[src/rtl/fsu_pkg.sv]
package fsu_pkg;

    localparam int FRAME_BITS = 24;
    localparam int WORD_BITS  = 16;
    localparam int ADDR_BITS  = 4;
    localparam int CNT_BITS   = $clog2(FRAME_BITS + 1) + 1;
    localparam int PAD_BITS   = FRAME_BITS - WORD_BITS - ADDR_BITS - 1;

    localparam logic [ADDR_BITS-1:0] ADDR_CTRL = 4'd0;
    localparam logic [ADDR_BITS-1:0] ADDR_STAT = 4'd1;

    // Layout of one serial frame, first bit shifted is the MSB.
    typedef struct packed {
        logic                 rd;
        logic [PAD_BITS-1:0]  pad;
        logic [ADDR_BITS-1:0] addr;
        logic [WORD_BITS-1:0] data;
    } frame_t;

    // What the outgoing shift register was loaded with at frame start.
    typedef enum logic [1:0] {
        SRC_NONE   = 2'd0,
        SRC_STATUS = 2'd1,
        SRC_REG    = 2'd2
    } out_src_e;

    // Decoded result of a completed, well-formed frame.
    typedef struct packed {
        logic                 wr_ctrl;
        logic                 ctrl_bit;
        logic                 rd_req;
        logic [ADDR_BITS-1:0] rd_addr;
    } cmd_t;

    function automatic logic [FRAME_BITS-1:0] pad_word(input logic [WORD_BITS-1:0] w);
        return {{(FRAME_BITS - WORD_BITS){1'b0}}, w};
    endfunction

    function automatic int pec_pos(input int nch);
        return 2 * nch;
    endfunction

endpackage

[src/rtl/fsu_sync.sv]
module fsu_sync #(
    parameter int W = 1
) (
    input  logic         clk,
    input  logic         rst,
    input  logic [W-1:0] d_i,
    output logic [W-1:0] q_o
);

    logic [W-1:0] meta_q;
    logic [W-1:0] stab_q;

    always_ff @(posedge clk) begin
        if (rst) begin
            meta_q <= '0;
            stab_q <= '0;
        end else begin
            meta_q <= d_i;
            stab_q <= meta_q;
        end
    end

    assign q_o = stab_q;

endmodule

[src/rtl/fsu_status.sv]
module fsu_status
    import fsu_pkg::*;
#(
    parameter int NCH = 4
) (
    input  logic                 clk,
    input  logic                 rst,
    input  logic [NCH-1:0]       vout_flt_i,
    input  logic [NCH-1:0]       iout_flt_i,
    input  logic                 ot_i,
    input  logic                 pec_err_i,
    input  logic                 pec_clr_i,
    output logic [WORD_BITS-1:0] status_o,
    output logic                 fault_oe_o
);

    localparam int USED_BITS = 2 * NCH + 2;

    logic [NCH-1:0] vout_q;
    logic [NCH-1:0] iout_q;
    logic           ot_q;
    logic           pec_q;

    always_ff @(posedge clk) begin
        if (rst) begin
            vout_q <= '0;
            iout_q <= '0;
            ot_q   <= 1'b0;
            pec_q  <= 1'b0;
        end else begin
            vout_q <= vout_flt_i;
            iout_q <= iout_flt_i;
            ot_q   <= ot_i;
            // a new error wins over an acknowledge in the same cycle
            pec_q  <= pec_err_i | (pec_q & ~pec_clr_i);
        end
    end

    logic [USED_BITS-1:0] used_bits;
    assign used_bits = {ot_q, pec_q, iout_q, vout_q};
    assign status_o  = WORD_BITS'(used_bits);

    // one pull-down request for any recorded cause
    assign fault_oe_o = |used_bits;

endmodule

[src/rtl/fsu_frame.sv]
module fsu_frame
    import fsu_pkg::*;
#(
    parameter int PEC_BIT = 8
) (
    input  logic                 clk,
    input  logic                 rst,
    input  logic                 cs_i,
    input  logic                 sck_en_i,
    input  logic                 sdi_i,
    input  logic                 echo_en_i,
    input  logic [WORD_BITS-1:0] status_i,
    input  logic [WORD_BITS-1:0] reg_word_i,
    output logic                 sdo_o,
    output logic [ADDR_BITS-1:0] rd_addr_o,
    output logic                 rd_pend_o,
    output cmd_t                 cmd_o,
    output logic                 pec_ack_o
);

    localparam logic [CNT_BITS-1:0] FULL_CNT = CNT_BITS'(FRAME_BITS);

    logic                  cs_q;
    logic [CNT_BITS-1:0]   cnt_q;
    logic [FRAME_BITS-1:0] rx_q;
    logic [FRAME_BITS-1:0] tx_q;
    out_src_e              src_q;
    logic                  snap_pec_q;
    logic                  pend_q;
    logic [ADDR_BITS-1:0]  paddr_q;

    logic   start;
    logic   finish;
    logic   tick;
    logic   frame_ok;
    frame_t rx;

    assign start    = cs_i & ~cs_q;
    assign finish   = ~cs_i & cs_q;
    assign tick     = cs_i & cs_q & sck_en_i;
    assign rx       = frame_t'(rx_q);
    assign frame_ok = finish && (cnt_q == FULL_CNT);

    // choose what the next frame returns
    out_src_e             src_d;
    logic [WORD_BITS-1:0] load_word;

    always_comb begin
        if (echo_en_i) begin
            src_d = SRC_STATUS;
        end else if (pend_q) begin
            src_d = (paddr_q == ADDR_STAT) ? SRC_STATUS : SRC_REG;
        end else begin
            src_d = SRC_NONE;
        end
        unique case (src_d)
            SRC_STATUS: load_word = status_i;
            SRC_REG:    load_word = reg_word_i;
            default:    load_word = '0;
        endcase
    end

    always_comb begin
        cmd_o          = '0;
        cmd_o.wr_ctrl  = frame_ok & ~rx.rd & (rx.addr == ADDR_CTRL);
        cmd_o.ctrl_bit = rx.data[0];
        cmd_o.rd_req   = frame_ok & rx.rd & ~echo_en_i;
        cmd_o.rd_addr  = rx.addr;
    end

    // reserved frame bits and the upper control data carry no function
    logic unused_rx_bits;
    assign unused_rx_bits = ^{rx.pad, rx.data[WORD_BITS-1:1]};

    always_ff @(posedge clk) begin
        if (rst) begin
            cs_q       <= 1'b0;
            cnt_q      <= '0;
            rx_q       <= '0;
            tx_q       <= '0;
            src_q      <= SRC_NONE;
            snap_pec_q <= 1'b0;
            pend_q     <= 1'b0;
            paddr_q    <= '0;
        end else begin
            cs_q <= cs_i;
            if (start) begin
                tx_q       <= pad_word(load_word);
                src_q      <= src_d;
                snap_pec_q <= (src_d == SRC_STATUS) & load_word[PEC_BIT];
                pend_q     <= 1'b0;
                cnt_q      <= '0;
                rx_q       <= '0;
            end else if (tick) begin
                rx_q <= {rx_q[FRAME_BITS-2:0], sdi_i};
                tx_q <= {tx_q[FRAME_BITS-2:0], 1'b0};
                if (cnt_q != '1) begin
                    cnt_q <= cnt_q + 1'b1;
                end
            end
            if (cmd_o.rd_req) begin
                pend_q  <= 1'b1;
                paddr_q <= cmd_o.rd_addr;
            end
        end
    end

    assign sdo_o     = tx_q[FRAME_BITS-1];
    assign rd_addr_o = paddr_q;
    assign rd_pend_o = pend_q;
    assign pec_ack_o = frame_ok & (src_q == SRC_STATUS) & snap_pec_q;

endmodule

[src/rtl/fsu_top.sv]
module fsu_top
    import fsu_pkg::*;
#(
    parameter int NCH = 4
) (
    input  logic           clk,
    input  logic           rst,
    input  logic [NCH-1:0] vflt_i,
    input  logic [NCH-1:0] iflt_i,
    input  logic           otemp_i,
    input  logic           pec_err_i,
    input  logic           cs_i,
    input  logic           sck_en_i,
    input  logic           sdi_i,
    output logic           sdo_o,
    output logic           fault_oe_o
);

    localparam int HW_W    = 2 * NCH + 1;
    localparam int PEC_BIT = pec_pos(NCH);

    logic [HW_W-1:0]      hw_raw;
    logic [HW_W-1:0]      hw_sync;
    logic [WORD_BITS-1:0] status_w;
    logic [WORD_BITS-1:0] reg_word;
    logic [ADDR_BITS-1:0] rd_addr_w;
    logic                 rd_pend_w;
    logic                 pec_ack_w;
    cmd_t                 cmd_w;
    logic                 echo_en_q;

    assign hw_raw = {otemp_i, iflt_i, vflt_i};

    fsu_sync #(.W(HW_W)) u_sync (
        .clk (clk),
        .rst (rst),
        .d_i (hw_raw),
        .q_o (hw_sync)
    );

    fsu_status #(.NCH(NCH)) u_status (
        .clk        (clk),
        .rst        (rst),
        .vout_flt_i (hw_sync[NCH-1:0]),
        .iout_flt_i (hw_sync[2*NCH-1:NCH]),
        .ot_i       (hw_sync[2*NCH]),
        .pec_err_i  (pec_err_i),
        .pec_clr_i  (pec_ack_w),
        .status_o   (status_w),
        .fault_oe_o (fault_oe_o)
    );

    fsu_frame #(.PEC_BIT(PEC_BIT)) u_frame (
        .clk        (clk),
        .rst        (rst),
        .cs_i       (cs_i),
        .sck_en_i   (sck_en_i),
        .sdi_i      (sdi_i),
        .echo_en_i  (echo_en_q),
        .status_i   (status_w),
        .reg_word_i (reg_word),
        .sdo_o      (sdo_o),
        .rd_addr_o  (rd_addr_w),
        .rd_pend_o  (rd_pend_w),
        .cmd_o      (cmd_w),
        .pec_ack_o  (pec_ack_w)
    );

    always_ff @(posedge clk) begin
        if (rst) begin
            echo_en_q <= 1'b0;
        end else if (cmd_w.wr_ctrl) begin
            echo_en_q <= cmd_w.ctrl_bit;
        end
    end

    always_comb begin
        unique case (rd_addr_w)
            ADDR_CTRL: reg_word = {{(WORD_BITS - 1){1'b0}}, echo_en_q};
            ADDR_STAT: reg_word = status_w;
            default:   reg_word = '0;
        endcase
    end

endmodule

[config.mk]
export PLATFORM = sky130hd
export DESIGN_NAME = fsu_top
export DESIGN_NICKNAME = d
export VERILOG_FILES = /design/src/rtl/fsu_pkg.sv /design/src/rtl/fsu_sync.sv /design/src/rtl/fsu_status.sv /design/src/rtl/fsu_frame.sv /design/src/rtl/fsu_top.sv
export SDC_FILE = /design/constraint.sdc
export NUM_CORES = 1
export LEC_CHECK = 0
export ABC_CLOCK_PERIOD_IN_PS = 4700
export BUFFER_PORTS_ARGS = -buffer_cell sky130_fd_sc_hd__buf_2
export CAP_MARGIN = 10
export CORE_MARGIN = 2
export CORE_UTILIZATION = 26
export CTS_CLUSTER_DIAMETER = 30
export DETAILED_ROUTE_END_ITERATION = 12
export HOLD_SLACK_MARGIN = 0.06
export MAX_ROUTING_LAYER = met4
export SETUP_SLACK_MARGIN = 0.1
export SLEW_MARGIN = 40
export SYNTH_ARGS = -nofsm -noshare
export SYNTH_HDL_FRONTEND = slang
export SYNTH_SLANG_ARGS = --single-unit
[constraint.sdc]
create_clock -name clk -period 4.7 [get_ports clk]
set_input_delay 0.235 -clock clk [delete_from_list [all_inputs] [get_ports clk]]
set_output_delay 0.235 -clock clk [all_outputs]
set_load 0.03 [all_outputs]
==> summary.txt <==
Floorplanning
  – Initial Util: 26.6%
  – Die area: 13800 sq um
  – Die height: 117 microns
  – Core area: 12600 sq um
  – Core Rows: 41
  – Boundary Pins: 17
  – Die Span X: 117 microns

Timing
  – Setup TNS: 0 ps
  – Post-route setup slack: 2100 ps
  – Final hold vios: 0
  – Final period utilization: 55.4%
  – Slew HR: 49.9%
  – Max-slew violations: 0
  – WHS: 101 ps
  – Worst Clk Skew: 9.04 ps
  – # setup viols final: 0
  – Fmax: 0.384 GHz
  – Measured slew at the worst slew-check pin: 741 ps
  – Fin crit period: 2600 ps
  – RSZ-0062 raised after global routing: false

Min path
  – Worst min path class: input pin to flip-flop

Clock tree
  – Setup repair bufs after CTS: 0
  – Clock slew at reported path FFs: 70 ps
  – Root buffer cell: clkbuf_16
  – Inserted Clock Buffers: 9
  – Post-CTS sizing: 0
  – H-tree depth: 3
  – Clk buf depth: 2
  – Cts hold-fix bufs: 0
  – Clk sinks: 92
  – CTS tree: built
  – Worst-Skew Late Latency: 340 ps

Power and ir drop
  – Maximum vdd ir drop: 168 uV
  – Leak: 1.37 nW
  – PD cells: 402 nW/um^2

Detailed routing
  – DR iter-0 viols: 159
  – Routed WL per cell: 10.6 microns
  – Vias: 2491
  – WL final: 5.92 mm
  – DRC errors left: 0
  – First-pass iteration count of the detailed router: 4
  – Vias/cell: 4.45
  – Routed Antenna Nets: 0

Logic synthesis
  – #FFs+latches synth: 92
  – Post-synth top area share: 55.1%
  – Biggest area consumer among synthesized cells: dfxtp_1
  – Syn nets: 396
  – Ys async rst share: 0%
  – Synth area leaders: dfxtp_1, nand2_1, a21oi_1
  – Post-Synthesis Cell Area: 3340 sq um
  – Syn Inst Count: 377
  – Cell variety after synth: 39
  – Synth warn: 0
  – Syn_area_per_cell: 8.86 sq um
  – EDFF count, synth: 0
  – Seq/Total Area, Yosys: 55.1%
  – Main flop type after synthesis: dfxtp_1

Layout
  – Layout Cells excl Fill: 560
  – Layout area overhead: 14.8%
  – Number of diodes: 0
  – Layout net count: 402
  – Share of layout cells above drive strength 1: 9.79%

Job
  – Total of max-cap violations: 0

Global route
  – Met2 usage: 14.3%
  – GR Overflow Total: 0
  – GR Layer Usage met3: 2.48%
  – First-pass GRT wire length: 10.3 mm
  – GR peak layer: met2
  – Largest net degree at the start of global routing: 58
  – Number of global-route vias before repair: 2281
  – Initial antenna violation count: 0
  – Overall fraction of global-route tracks in use: 9.33%
  – Met1 Track Usage GR: 11.3%

Placement
  – GPL Wtd Cong: 0.804
  – Pre-CTS WS: 2240 ps
  – Dpl cells: 544
  – Buffers on Ports: 16
  – Detailed Place HPWL: 3.66 mm

Worst setup path
  – Worst stage delay on the critical path: 680 ps
  – Cell Chain, Critical Path: nor4b_1 > a21oi_1 > ha_1 > nor4bb_1 > a41o_1 > nand2_1 > a31oi_1
  – Setup crit end kind: flip-flop
  – Arrival time at the worst endpoint: 2870 ps
  – Crit path launch type: flip-flop
  – CP Data Required Time: 4960 ps
  – CP Class: flip-flop to flip-flop
  – Slowest cell on crit path: nor4b_1
  – CP top delay family: simple AND/OR/NAND/NOR gates
  – WP buf/inv: 0
  – Max FO, Critical Path: 9

Status
  – Status: finished clean
[report_power, final]
part	internal, mW	switching, mW	total, mW
clock	0.366	0.310	0.676
combinational	0.0213	0.0389	0.0602
sequential	0.795	0.00791	0.803
[logic make-up after synthesis]
| logic type | share of synthesized area [%] |
|---|---|
| XOR/XNOR | 0.262 |
| buffers and inverters | 4.31 |
| AO/OA/AOI/OAI | 14.8 |
| multiplexers | 1.80 |
| AND/OR/NAND/NOR | 22.2 |
| flip-flops | 55.1 |
| adder cells (fa/ha/maj) | 1.50 |
[layout make-up]
class / count / area, sq um
clock buffer: 9 / 225
sequential: 92 / 1840
tap: 172 / 215
multi-input combinational: 251 / 1360
fill: 1286 / 8730
inverter: 10 / 37.5
clock inverter: 7 / 56.3
timing repair buffer: 19 / 103
[final timing paths]
check                             from                  to  slack, ps  cells after the start
setup / recovery  u_frame.rd_addr_o[1]     u_frame.tx_q[1]       2100                      7
hold reg to reg          u_sync.q_o[7]  u_status.iout_q[3]        440                      1
hold / removal               iflt_i[0]    u_sync.meta_q[4]        100                      2
setup reg to reg  u_frame.rd_addr_o[1]     u_frame.tx_q[1]       2100                      7
[cell usage after synthesis, drive strengths merged (2+ instances only)]
library cell and count:
a21oi 38, nor2 19, nand3 7, nand4 2, o21ai 13, ha 4
clkbuf 21, buf 3, nor2b 30, dfxtp 92, a31oi 8, mux2i 6
nor4bb 2, inv 9, a311oi 3, or4 2, nor4 4, a22oi 6
nand2 84, o21bai 8
[registers in the layout, indices dropped and copies added, names as in the netlist, 2 cells and up]
signal / count
u_frame.cnt_q: 6
u_status.iout_q: 4
u_sync.meta_q: 9
u_status.vout_q: 4
u_frame.tx_q: 24
u_frame.src_q: 2
u_frame.rx: 24
u_frame.rd_addr_o: 4
u_sync.q_o: 9
[placed cells by master, fill, tap and decap left out, types with 2 or more instances in the layout]
cell	n
a311oi_1	3
a22oi_1	6
nand4_1	2
o21bai_1	8
clkbuf_16	9
a21oi_1	38
ha_1	4
dfxtp_1	92
nor4bb_1	2
inv_6	4
a31oi_1	8
o21ai_0	12
mux2i_1	6
nor2b_1	30
buf_4	3
inv_1	9
nand3_1	7
nor4_1	4
buf_2	16
nand2_1	84
nor2_1	19
[stage by stage]
stage	power, mW	utilization [%]	cell area [sq um]
after global placement	0.881	28.3	3550
final	1.54	30.5	3830
after detailed placement	0.882	28.3	3550
after CTS	1.56	30.5	3830
after floorplan	0.863	-	3340
after global routing	1.60	30.5	3830
[metal layers]
metal / up-vias / part of all wire, %
met2: 36 / 47
li1: 1281 / -
met3: 12 / 3.0
met4: 0 / 2.0
met1: 1162 / 48
met5: - / 0
No activity file was read; power rests on OpenSTA's default activity.
